$ cat config.mk
export PLATFORM = sky130hd
export DESIGN_NAME = slotseq_target
export DESIGN_NICKNAME = d
export VERILOG_FILES = /design/src/rtl/slotseq_pkg.sv /design/src/rtl/slotseq_timer.sv /design/src/rtl/slotseq_ack_sync.sv /design/src/rtl/slotseq_ctrl.sv /design/src/rtl/slotseq_target.sv
export SDC_FILE = /design/constraint.sdc
export NUM_CORES = 1
export LEC_CHECK = 0
export BUFFER_PORTS_ARGS = -buffer_cell sky130_fd_sc_hd__buf_4
export CAP_MARGIN = 5
export CORE_ASPECT_RATIO = 1.75
export CORE_UTILIZATION = 45
export DETAILED_ROUTE_END_ITERATION = 6
export GPL_TIMING_DRIVEN = 0
export PLACE_DENSITY = 0.71
export SLEW_MARGIN = 20
export SYNTH_ARGS = -nofsm -noshare
export SYNTH_HDL_FRONTEND = slang
export SYNTH_SLANG_ARGS = --single-unit
export TNS_END_PERCENT = 5
$ cat constraint.sdc
create_clock -name clk -period 1.4 [get_ports clk]
set_input_delay 0.28 -clock clk [delete_from_list [all_inputs] [get_ports clk]]
set_output_delay 0.28 -clock clk [all_outputs]
set_load 0.02 [all_outputs]
$ cat src/rtl/slotseq_pkg.sv
// Shared types for the slotted data-in sequencer.
// Assumes nothing beyond IEEE 1800-2017 enum support.
package slotseq_pkg;

    // Control sequencer states
    typedef enum logic [2:0] {
        ST_IDLE     = 3'd0,
        ST_WAIT_BUF = 3'd1,
        ST_CAPTURE  = 3'd2,
        ST_WAIT_BUS = 3'd3,
        ST_PRESENT  = 3'd4,
        ST_DONE     = 3'd5
    } seq_state_t;

endpackage

$ cat src/rtl/slotseq_timer.sv
// Free-running slot timer. Counts SLOT_CLKS clocks per slot and toggles a
// flag at each slot end, so slots alternate buffer / bus, buffer first.
// Assumes SLOT_CLKS >= 3 so a fetch fits inside one buffer slot.
module slotseq_timer #(
    parameter int SLOT_CLKS = 4
) (
    input  logic clk,
    input  logic rst_n,
    output logic slot_first,
    output logic in_bus_slot
);
    localparam int CW = (SLOT_CLKS > 1) ? $clog2(SLOT_CLKS) : 1;
    localparam logic [CW-1:0] LAST = CW'(SLOT_CLKS - 1);

    logic [CW-1:0] cnt_q;
    logic          bus_q;
    logic          slot_last;

    assign slot_last   = (cnt_q == LAST);
    assign slot_first  = (cnt_q == '0);
    assign in_bus_slot = bus_q;

    // Clock counter inside the current slot
    always_ff @(posedge clk) begin
        if (!rst_n)         cnt_q <= '0;
        else if (slot_last) cnt_q <= '0;
        else                cnt_q <= cnt_q + 1'b1;
    end

    // Slot kind flag, toggled at every slot end
    always_ff @(posedge clk) begin
        if (!rst_n)         bus_q <= 1'b0;
        else if (slot_last) bus_q <= ~bus_q;
    end


    slot_wrap_chk: assert property (@(posedge clk) disable iff (!rst_n)
        slot_last |=> slot_first);


    slot_alternate_chk: assert property (@(posedge clk) disable iff (!rst_n)
        slot_last |=> (in_bus_slot != $past(in_bus_slot)));

endmodule

$ cat src/rtl/slotseq_ack_sync.sv
// Two-flop synchronizer for the asynchronous active-low acknowledge.
// Output is active high: 1 means the initiator acknowledges.
module slotseq_ack_sync (
    input  logic clk,
    input  logic rst_n,
    input  logic ack_n,
    output logic ack_seen
);
    logic s1_q, s2_q;

    // Two-stage capture of the inverted acknowledge
    always_ff @(posedge clk) begin
        if (!rst_n) begin
            s1_q <= 1'b0;
            s2_q <= 1'b0;
        end else begin
            s1_q <= ~ack_n;
            s2_q <= s1_q;
        end
    end

    assign ack_seen = s2_q;

endmodule

$ cat src/rtl/slotseq_ctrl.sv
// Control sequencer. Fetches a byte on the first clock of a buffer slot,
// latches the read data one clock later, raises REQ at the next bus-slot
// start once ACK is released, and drops REQ when ACK is seen in a bus slot.
// Assumes a buffer with one clock of read latency.
module slotseq_ctrl
    import slotseq_pkg::*;
#(
    parameter int CNT_W  = 16,
    parameter int ADDR_W = 12,
    parameter int DATA_W = 8
) (
    input  logic              clk,
    input  logic              rst_n,
    input  logic              start,
    input  logic [CNT_W-1:0]  xfer_len,
    input  logic [DATA_W-1:0] buf_rdata,
    input  logic              ack_seen,
    input  logic              slot_first,
    input  logic              in_bus_slot,
    output logic              req_o,
    output logic [DATA_W-1:0] data_o,
    output logic [ADDR_W-1:0] addr_o,
    output logic              rd_o,
    output logic              done_o
);
    seq_state_t        state_q;
    logic [CNT_W-1:0]  left_q;
    logic [ADDR_W-1:0] addr_q;
    logic [DATA_W-1:0] data_q;
    logic              req_q;
    logic              can_start, fetch_now, raise_now, take_ack, last_byte;

    assign can_start = start && (state_q == ST_IDLE || state_q == ST_DONE);
    assign fetch_now = (state_q == ST_WAIT_BUF) && slot_first && !in_bus_slot;
    assign raise_now = (state_q == ST_WAIT_BUS) && slot_first && in_bus_slot && !ack_seen;
    assign take_ack  = (state_q == ST_PRESENT) && in_bus_slot && ack_seen;
    assign last_byte = (left_q == CNT_W'(1));

    // Next-state sequencing
    always_ff @(posedge clk) begin
        if (!rst_n) begin
            state_q <= ST_IDLE;
        end else begin
            case (state_q)
                ST_IDLE, ST_DONE: if (can_start)
                    state_q <= (xfer_len == '0) ? ST_DONE : ST_WAIT_BUF;
                ST_WAIT_BUF: if (fetch_now) state_q <= ST_CAPTURE;
                ST_CAPTURE:  state_q <= ST_WAIT_BUS;
                ST_WAIT_BUS: if (raise_now) state_q <= ST_PRESENT;
                ST_PRESENT:  if (take_ack)
                    state_q <= last_byte ? ST_DONE : ST_WAIT_BUF;
                default:     state_q <= ST_IDLE;
            endcase
        end
    end

    // Byte count and buffer address
    always_ff @(posedge clk) begin
        if (!rst_n) begin
            left_q <= '0;
            addr_q <= '0;
        end else if (can_start) begin
            left_q <= xfer_len;
            addr_q <= '0;
        end else if (take_ack) begin
            left_q <= left_q - 1'b1;
            addr_q <= addr_q + 1'b1;
        end
    end

    // Data latch, loaded one clock after the read strobe
    always_ff @(posedge clk) begin
        if (!rst_n)                      data_q <= '0;
        else if (state_q == ST_CAPTURE)  data_q <= buf_rdata;
    end

    // Request flag
    always_ff @(posedge clk) begin
        if (!rst_n)         req_q <= 1'b0;
        else if (raise_now) req_q <= 1'b1;
        else if (take_ack)  req_q <= 1'b0;
    end

    assign req_o  = req_q;
    assign data_o = data_q;
    assign addr_o = addr_q;
    assign rd_o   = fetch_now;
    assign done_o = (state_q == ST_DONE);


    data_hold_chk: assert property (@(posedge clk) disable iff (!rst_n)
        (req_q && $past(req_q)) |-> $stable(data_q));


    req_rise_slot_chk: assert property (@(posedge clk) disable iff (!rst_n)
        $rose(req_q) |-> $past(in_bus_slot && slot_first));


    req_fall_ack_chk: assert property (@(posedge clk) disable iff (!rst_n)
        $fell(req_q) |-> $past(ack_seen && in_bus_slot));


    req_interlock_chk: assert property (@(posedge clk) disable iff (!rst_n)
        $rose(req_q) |-> $past(!ack_seen));


    done_quiet_chk: assert property (@(posedge clk) disable iff (!rst_n)
        done_o |-> !req_q);

endmodule

$ cat src/rtl/slotseq_target.sv
// Top of the slotted target data-in sequencer. Joins the slot timer, the
// acknowledge synchronizer and the control sequencer, and converts REQ and
// data to active-low bus levels.
// Assumes the buffer returns data one clock after buf_rd.
module slotseq_target #(
    parameter int SLOT_CLKS = 4,
    parameter int CNT_W     = 16,
    parameter int ADDR_W    = 12,
    parameter int DATA_W    = 8
) (
    input  logic              clk,
    input  logic              rst_n,
    input  logic              start,
    input  logic [CNT_W-1:0]  xfer_len,
    input  logic [DATA_W-1:0] buf_rdata,
    input  logic              ack_n,
    output logic              req_n,
    output logic [DATA_W-1:0] db_n,
    output logic [ADDR_W-1:0] buf_addr,
    output logic              buf_rd,
    output logic              done
);
    logic              slot_first, in_bus_slot, ack_seen, req_hi;
    logic [DATA_W-1:0] data_hi;

    slotseq_timer #(.SLOT_CLKS(SLOT_CLKS)) u_timer (
        .clk         (clk),
        .rst_n       (rst_n),
        .slot_first  (slot_first),
        .in_bus_slot (in_bus_slot)
    );

    slotseq_ack_sync u_ack_sync (
        .clk      (clk),
        .rst_n    (rst_n),
        .ack_n    (ack_n),
        .ack_seen (ack_seen)
    );

    slotseq_ctrl #(
        .CNT_W  (CNT_W),
        .ADDR_W (ADDR_W),
        .DATA_W (DATA_W)
    ) u_ctrl (
        .clk         (clk),
        .rst_n       (rst_n),
        .start       (start),
        .xfer_len    (xfer_len),
        .buf_rdata   (buf_rdata),
        .ack_seen    (ack_seen),
        .slot_first  (slot_first),
        .in_bus_slot (in_bus_slot),
        .req_o       (req_hi),
        .data_o      (data_hi),
        .addr_o      (buf_addr),
        .rd_o        (buf_rd),
        .done_o      (done)
    );

    // Active-low bus levels
    assign req_n = ~req_hi;
    assign db_n  = ~data_hi;


    read_in_buf_slot_chk: assert property (@(posedge clk) disable iff (!rst_n)
        buf_rd |=> !in_bus_slot);

endmodule

Word-level counts from Yosys, hierarchy flattened
Index checks and enable logic that the tools add are counted.
{ "totals": {"out_inout_bits": 23, "inputBits": 28, "reg_bits": 45} }
{ "classes": {"bitwise": 5, "eq_ne": 11, "reduce_logical": 20, "add_sub_neg": 3, "mux": 11} }
{ "op_table": {"columns": ["op", "n"], "rows": [
  ["$mux W16", 2],
  ["$mux W3", 6],
  ["$eq A16 B1 Y1 const B", 1],
  ["$logic_not A16 Y1", 1],
  ["$sub A16 B1 Y16 const B", 1],
  ["$pmux W3 S5", 1],
  ["$add A12 B1 Y12 const B", 1],
  ["$logic_and A1 B1 Y1", 8],
  ["$not A8 Y8", 1],
  ["$eq A3 B2 Y1 const B", 2],
  ["$eq A3 B3 Y1 const B", 2],
  ["$ne A2 B1 Y1 const B", 3],
  ["$reduce_or A2 Y1", 3],
  ["$not A1 Y1", 4],
  ["$reduce_and A4 Y1", 1],
  ["$reduce_bool A2 Y1", 2],
  ["$eq A3 B1 Y1 const B", 1],
  ["$logic_not A3 Y1", 1],
  ["$add A2 B1 Y2 const B", 1],
  ["$eq A2 B2 Y1 const B", 1],
  ["$logic_not A1 Y1", 2],
  ["$logic_not A2 Y1", 1],
  ["$mux W1", 2],
  ["$ne A2 B2 Y1 const B", 1],
  ["$logic_or A1 B1 Y1", 1]
]} }

Depth between registers and ports, before layout
Gate-level depths: netlist of the first run.
{ "depth": {"word_depth": 6, "depth_mapped": 7} }

Modules after synthesis
From an unflattened synthesis of the first run, not the netlist that was laid out.
{ "unflattened": {"cells_unflattened": 283, "hier_area_um2": 2406.1} }
{ "by_module_without_submodules": {"columns": ["mod", "seq_area_each_um2", "n_inst", "area_each_um2", "cells_per_inst"], "rows": [
  ["slotseq_ctrl", 800.8, 1, 2187.1, 259],
  ["slotseq_timer", 60.1, 1, 125.1, 11],
  ["slotseq_ack_sync", 40.0, 1, 60.1, 4],
  ["slotseq_target", 0.0, 1, 33.8, 9]
]} }

Worst setup path before layout of the first run
No wires, ideal clock.
{ "synth_path": {"path_type": "reg-to-output", "start": "register u_ctrl.state_q[0]", "end": "output port buf_rd", "arrival_time_ns": 1.389, "required_ns": 1.120, "path_buffers": 1, "slack_ns": -0.269, "path_stages_with_launch": 4, "path_cell_list": "dfxtp_1 -> clkbuf_1 -> nand2_1 -> nor4_1"} }
{ "synth_via": {"elab_chain_len": 3} }
{ "synth_rtl": {"columns": ["element", "line", "rtl"], "rows": [
  ["start: declaration", "slotseq_ctrl.sv:26", "seq_state_t state_q;"],
  ["start signal: assignment", "slotseq_ctrl.sv:46", "state_q <= (xfer_len == '0) ? ST_DONE : ST_WAIT_BUF;"],
  ["start signal: assignment", "slotseq_ctrl.sv:51", "state_q <= last_byte ? ST_DONE : ST_WAIT_BUF;"],
  ["$eq A3 B1 Y1", "slotseq_ctrl.sv:34", "assign fetch_now = (state_q == ST_WAIT_BUF) && slot_first && !in_bus_slot;"],
  ["$logic_and A1 B1 Y1 (2 in series)", "slotseq_ctrl.sv:34", null],
  ["end: declaration", "slotseq_target.sv:20", "output logic buf_rd,"]
]} }
No other way between the ends.

Worst setup path in the final report of the first run
{ "layout_path": {"start": "register u_ctrl.state_q[1]", "end": "output port buf_rd"} }
The elaborated chain is that of the path after synthesis.

==> impl_metrics.ini, run 1 <==
[layout]
diodes = 0
area_delta_synth_final_pct = 41.0
utilization = 0.658
fin_nets = 385
drive_above_1_share = 0.388

[power]
power_density_nw_per_um2 = 1460
p_leak_nw = 1.22
ir_drop_v = 0.00103

[logic_synthesis]
syn-num-nets = 315
synth_top_area_frac = 0.391
synth_edf_count = 0
synth_area_leaders = dfxtp_1, a21oi_1, nor2_1
ys_ff_latch = 45
synth_area_sq_um = 2300
synth-async-reset-ratio = 0
synthCells = 282
netlist-cell-type-count = 49
synth_top_cells_by_count = dfxtp_1, nor2_1, a21oi_1
synth-warning-count = 0
synthFlopType = dfxtp_1
yosysSeqAreaShare = 0.391
avgSynthCellArea_sq_um = 8.17
synth_top_area_cell = dfxtp_1
yosysMostFrequentCell = dfxtp_1

[setup_path]
crit_path_end_kind = output pin
path_buf_inv = 2
cpMaxStageDelayCell = dfxtp_2
crit_path_frequent_cell = buf_4
worst_setup_path_start_kind = register
timing.rr.start = u_ctrl.state_q[0]$_SDFFE_PN0P_
arrival_ns = 1.28
startpoint = u_ctrl.state_q[1]$_SDFFE_PN0P_
crit_family = buffers and inverters
cpPeakStageDelay_ns = 0.35
cp.required_ns = 1.12
worst-setup-path-type = register to output pin
cp_max_fo = 10
cp_cell_sequence = buf_4, nor4_4, buf_4

[route]
totalWireLength_mm = 6.21
post_drt_via_cell_ratio = 5.77
ant_nets = 0
first_iter_violations = 107
drc = 0
avgRoutedWirePerCell_um = 15.2
drt_pass1_iterations = 4
num_vias = 2349

[clocking]
cts_inserted_buffers = 5
cts_tree = done
clockRootBuffer = clkbuf_8
clock_latency_ns = 0.31
cts_sinks = 45
cts_buffer_depth = 2
cts_hold_buf = 0
clk_pin_slew_worst_paths_ns = 0.09
htreeDepth = 2

[place]
dp_hpwl_mm = 4.31
io_buffers = 50
place.gp.congestion = 0.887

[sta]
skew_ns = 0.00638
layout_worst_path_cycle_share = 1.11
rsz0062_at_grt = yes
timing.fmax_mhz = 643
setup_viol = 23
worst_slack_ns = -0.156
hold_violations = 0
tightest_slew_ns = 0.547
fin_tns_setup_ns = -2.38
max_slew_margin = 0.636
fin_crit_ns = 1.56
drv_slew = 0

[global_route]
grt_max_degree = 15
track_usage = 0.226
antenna_found_initial = 0
grt_overflow = 0
grt_pass1_vias = 2212
grt_pass1_wl_mm = 9.86

[run_status]
status = finished with violations
violations = setup timing

[floorplanning]
num_rows = 34
io_pins = 51
dieArea_sq_um = 5420
fp.coreArea_sq_um = 4930
die_h_um = 96.6
die-width_um = 56.1
start_util = 0.467

[min_path]
hold_class = primary input to register
min_from = ack_n

[flow_run]
max_cap_violations = 0
-- cell usage in the layout (no fill, tap or decap), types with 3 or more instances in the layout --
cell      count
nor2_1       33
or3_4         5
dfxtp_1      31
inv_1        15
buf_6         6
a31oi_1       6
nor4_1        6
nand3_4       3
xor2_1        4
a21oi_1      25
o21ai_0      14
nor4_4        3
nand3_1       7
clkbuf_2      3
xnor2_1       6
a21oi_2       4
nor3_1        7
dfxtp_4       3
o211ai_1      5
nand2_1      18
buf_4        62
dfxtp_2      11
ha_1          4
nor2_4        3
nand4_1       5
and2_1        3
or4_1         4
or3_1         4
clkbuf_8      7
-- metrics by stage --
stage	worst slack (ns)	instance area [sq um]	cells	hold WS, ns	power, mW
final	-0.156	3250	407	0.110	4.76
after global routing	-0.239	3250	407	0.118	5.02
after CTS	-0.171	3080	403	0.107	4.50
after detailed placement	-0.435	2750	386	0.423	3.19
after global placement	-0.383	2750	386	0.420	3.15
after floorplan	-0.0607	2310	282	0.347	2.77
-- per-layer routing --
| layer | GRT usage | routed length, um | up-vias | share of wire |
|---|---|---|---|---|
| li1 | - | - | 1149 | - |
| met1 | 0.235 | 2300 | 1117 | 0.37 |
| met2 | 0.431 | 3470 | 68 | 0.56 |
| met3 | 0.0348 | 280 | 15 | 0.045 |
| met4 | 0.0938 | 154 | 0 | 0.025 |
| met5 | 0 | 0 | - | 0 |
-- where the power goes --
group | internal (mW) | switching [mW] | total, mW
clock network | 0.536 | 0.466 | 1.00
logic | 0.966 | 1.08 | 2.05
registers | 1.48 | 0.229 | 1.71
total | 2.98 | 1.78 | 4.76
-- cells by family (layout without fill, tap and decap cells) --
family          count (synthesis)  in the layout  share of synthesized area
simple gates                  121            121                      0.294
xor+xnor                       11             11                     0.0418
flops                          45             45                      0.391
buf+inv                        30            101                     0.0527
compound gates                 70             70                      0.193
fa+ha+maj                       5              5                     0.0272
-- sequential cells by signal, summed over array words and instances, names as in the netlist --
name	cells
u_ctrl.left_q	16
u_ctrl.addr_o	12
u_ctrl.data_o	8
u_ctrl.state_q	3
u_timer.cnt_q	2
u_ack_sync.ack_seen	1
u_ack_sync.s1_q	1
u_ctrl.req_o	1
u_timer.in_bus_slot	1
-- layout make-up --
class	count	area, sq um
inverters	17	63.8
plain buffers	13	110
clock inverters	2	38.8
flip-flops and latches	45	926
repair buffers	63	497
fillers	386	1690
clock buffers	6	72.6
multi-input cells	207	1470
well taps	54	67.6
-- path summary, 6_finish.rpt --
path	slack, ns	end	cells past startpoint
min reg2reg	0.44	u_timer.cnt_q[0]$_SDFF_PP0_	1
max	-0.16	buf_rd	3
min	0.11	u_ack_sync.s1_q$_SDFF_PN0_	2
max reg2reg	-0.14	u_ctrl.left_q[8]$_SDFFE_PN0P_	5
-- timing repair --
action	4_1_cts	5_1_grt
endpoints found under the setup margin	41	40
buffers inserted	9	4
pin swaps	12	11
gates cloned	0	0
gates resized for setup	48	37
No activity file was read; power rests on OpenSTA's default activity.
==> inputs of run 2 (changes only) <==
--- a/config.mk
+++ b/config.mk
@@ -8,10 +8,9 @@
 export BUFFER_PORTS_ARGS = -buffer_cell sky130_fd_sc_hd__buf_4
 export CAP_MARGIN = 5
 export CORE_ASPECT_RATIO = 1.75
-export CORE_UTILIZATION = 45
+export CORE_UTILIZATION = 30
 export DETAILED_ROUTE_END_ITERATION = 6
 export GPL_TIMING_DRIVEN = 0
-export PLACE_DENSITY = 0.71
 export SLEW_MARGIN = 20
 export SYNTH_ARGS = -nofsm -noshare
 export SYNTH_HDL_FRONTEND = slang
==> impl_metrics.ini, run 2 (same netlist as run 1, synthesis figures left out) <==
[run_status]
violations = setup timing
status = finished with violations

[sta]
skew_ns = 0.00593
rsz0062_at_grt = yes
layout_worst_path_cycle_share = 1.12
drv_slew = 0
timing.fmax_mhz = 635
worst_slack_ns = -0.174
tightest_slew_ns = 0.551
hold_violations = 0
fin_crit_ns = 1.57
setup_viol = 24
max_slew_margin = 0.633

[layout]
area_delta_synth_final_pct = 46.1
largest_reg_flops = 16
final_common_cell = buf_4
diodes = 0
final_cell_mix = buf_4, nor2_1, dfxtp_1
regMostFlops = u_ctrl.left_q
fin_nets = 392
drive_above_1_share = 0.392
utilization = 0.459
final_cell_count_no_fill = 446

[setup_path]
worst_setup_path_start_kind = register
cp_cell_sequence = nand3b_1, nor2_2, nand3_2, or4_1, a31oi_1
cp.required_ns = 1.61
arrival_ns = 1.79
cp_max_fo = 6
crit_family = simple AND/OR/NAND/NOR gates
r2r_cells = 5
cpPeakStageDelay_ns = 0.43
cpMaxStageDelayCell = or4_1
worst-setup-path-type = register to register
path_buf_inv = 0
path_depth = 5
crit_path_end_kind = register

[clocking]
cts_inserted_buffers = 5
htreeDepth = 2
cts_sinks = 45
clk_pin_slew_worst_paths_ns = 0.07
clockRootBuffer = clkbuf_16
cts_buffer_depth = 2
cts_tree = done
clock_latency_ns = 0.29

[global_route]
grt_pass1_wl_mm = 10.8
grt_overflow = 0
grt_pass1_vias = 2318
grt_max_degree = 15
antenna_found_initial = 0
track_usage = 0.177

[route]
num_vias = 2385
first_iter_violations = 143
totalWireLength_mm = 6.79
post_drt_via_cell_ratio = 5.35
drt_pass1_iterations = 4
ant_nets = 0
drc = 0
avgRoutedWirePerCell_um = 15.2

[floorplanning]
num_rows = 41
dieArea_sq_um = 8050
start_util = 0.314
io_pins = 51
fp.coreArea_sq_um = 7340
die-width_um = 68.2
die_h_um = 118

[power]
p_leak_nw = 1.29
power_density_nw_per_um2 = 1510
p_total_mw = 5.10
ir_drop_v = 0.000828

[place]
dp_hpwl_mm = 4.68
io_buffers = 50
dpl.cell_count = 418
place.gp.congestion = 0.863
place_ws_ns = -0.447

[flow_run]
max_cap_violations = 0

[min_path]
hold_depth = 2
hold_class = primary input to register
==> run 2: cell count changes in the layout (fill, tap and decap cells not counted), moves of 4 or more <==
cell | before | now
buf_4 | 62 | 67
clkbuf_16 | 0 | 5
clkbuf_8 | 7 | 2
nor3_1 | 7 | 3
==> run 2: worst paths after layout <==
kind / slack [ns] / start / end
worst max register to register: -0.17 / u_ctrl.state_q[0]$_SDFFE_PN0P_ / u_ctrl.left_q[8]$_SDFFE_PN0P_
worst max-delay path: -0.17 / u_ctrl.state_q[0]$_SDFFE_PN0P_ / u_ctrl.left_q[8]$_SDFFE_PN0P_
worst min-delay path: 0.13 / ack_n / u_ack_sync.s1_q$_SDFF_PN0_
worst min register to register: 0.45 / u_ack_sync.s1_q$_SDFF_PN0_ / u_ack_sync.ack_seen$_SDFF_PN0_
==> run 2: per-stage QoR <==
stage	TNS (ns)	area [sq um]	hold WS, ns
after CTS	-1.79	3290	0.129
after global routing	-5.00	3370	0.143
final	-1.95	3370	0.134
after global placement	-9.58	2790	0.417
after floorplan	-0.387	2310	0.347
after detailed placement	-9.79	2790	0.436
==> run 2: final cells by class <==
cell class / count / area [sq um]
fill: 736 / 3970
multi-input combinational: 207 / 1440
inverter: 17 / 63.8
clock buffer: 6 / 139
clock inverter: 2 / 37.5
tap: 86 / 108
buffer: 13 / 97.6
timing repair buffer: 70 / 557
sequential: 45 / 921
==> run 2: where the power goes <==
part           switching, mW  internal [mW]
clock network          0.513          0.891
registers              0.211           1.47
logic                   1.07          0.940
total                   1.80           3.30
==> run 2: timing repair <==
item | 4_1_cts | 5_1_grt
cloned | 0 | 0
setup buffers | 20 | 0
gates resized for setup | 54 | 20
hold buffers | 0 | 0
endpoints found under the setup margin | 41 | 42
pin swaps | 27 | 9
==> run 2: layer usage <==
metal,vias up,global-route usage,part of all wire
met2,67,0.324,0.56
met4,0,0.0755,0.025
li1,1159,-,-
met1,1145,0.178,0.36
met3,14,0.0407,0.046
met5,-,0,0
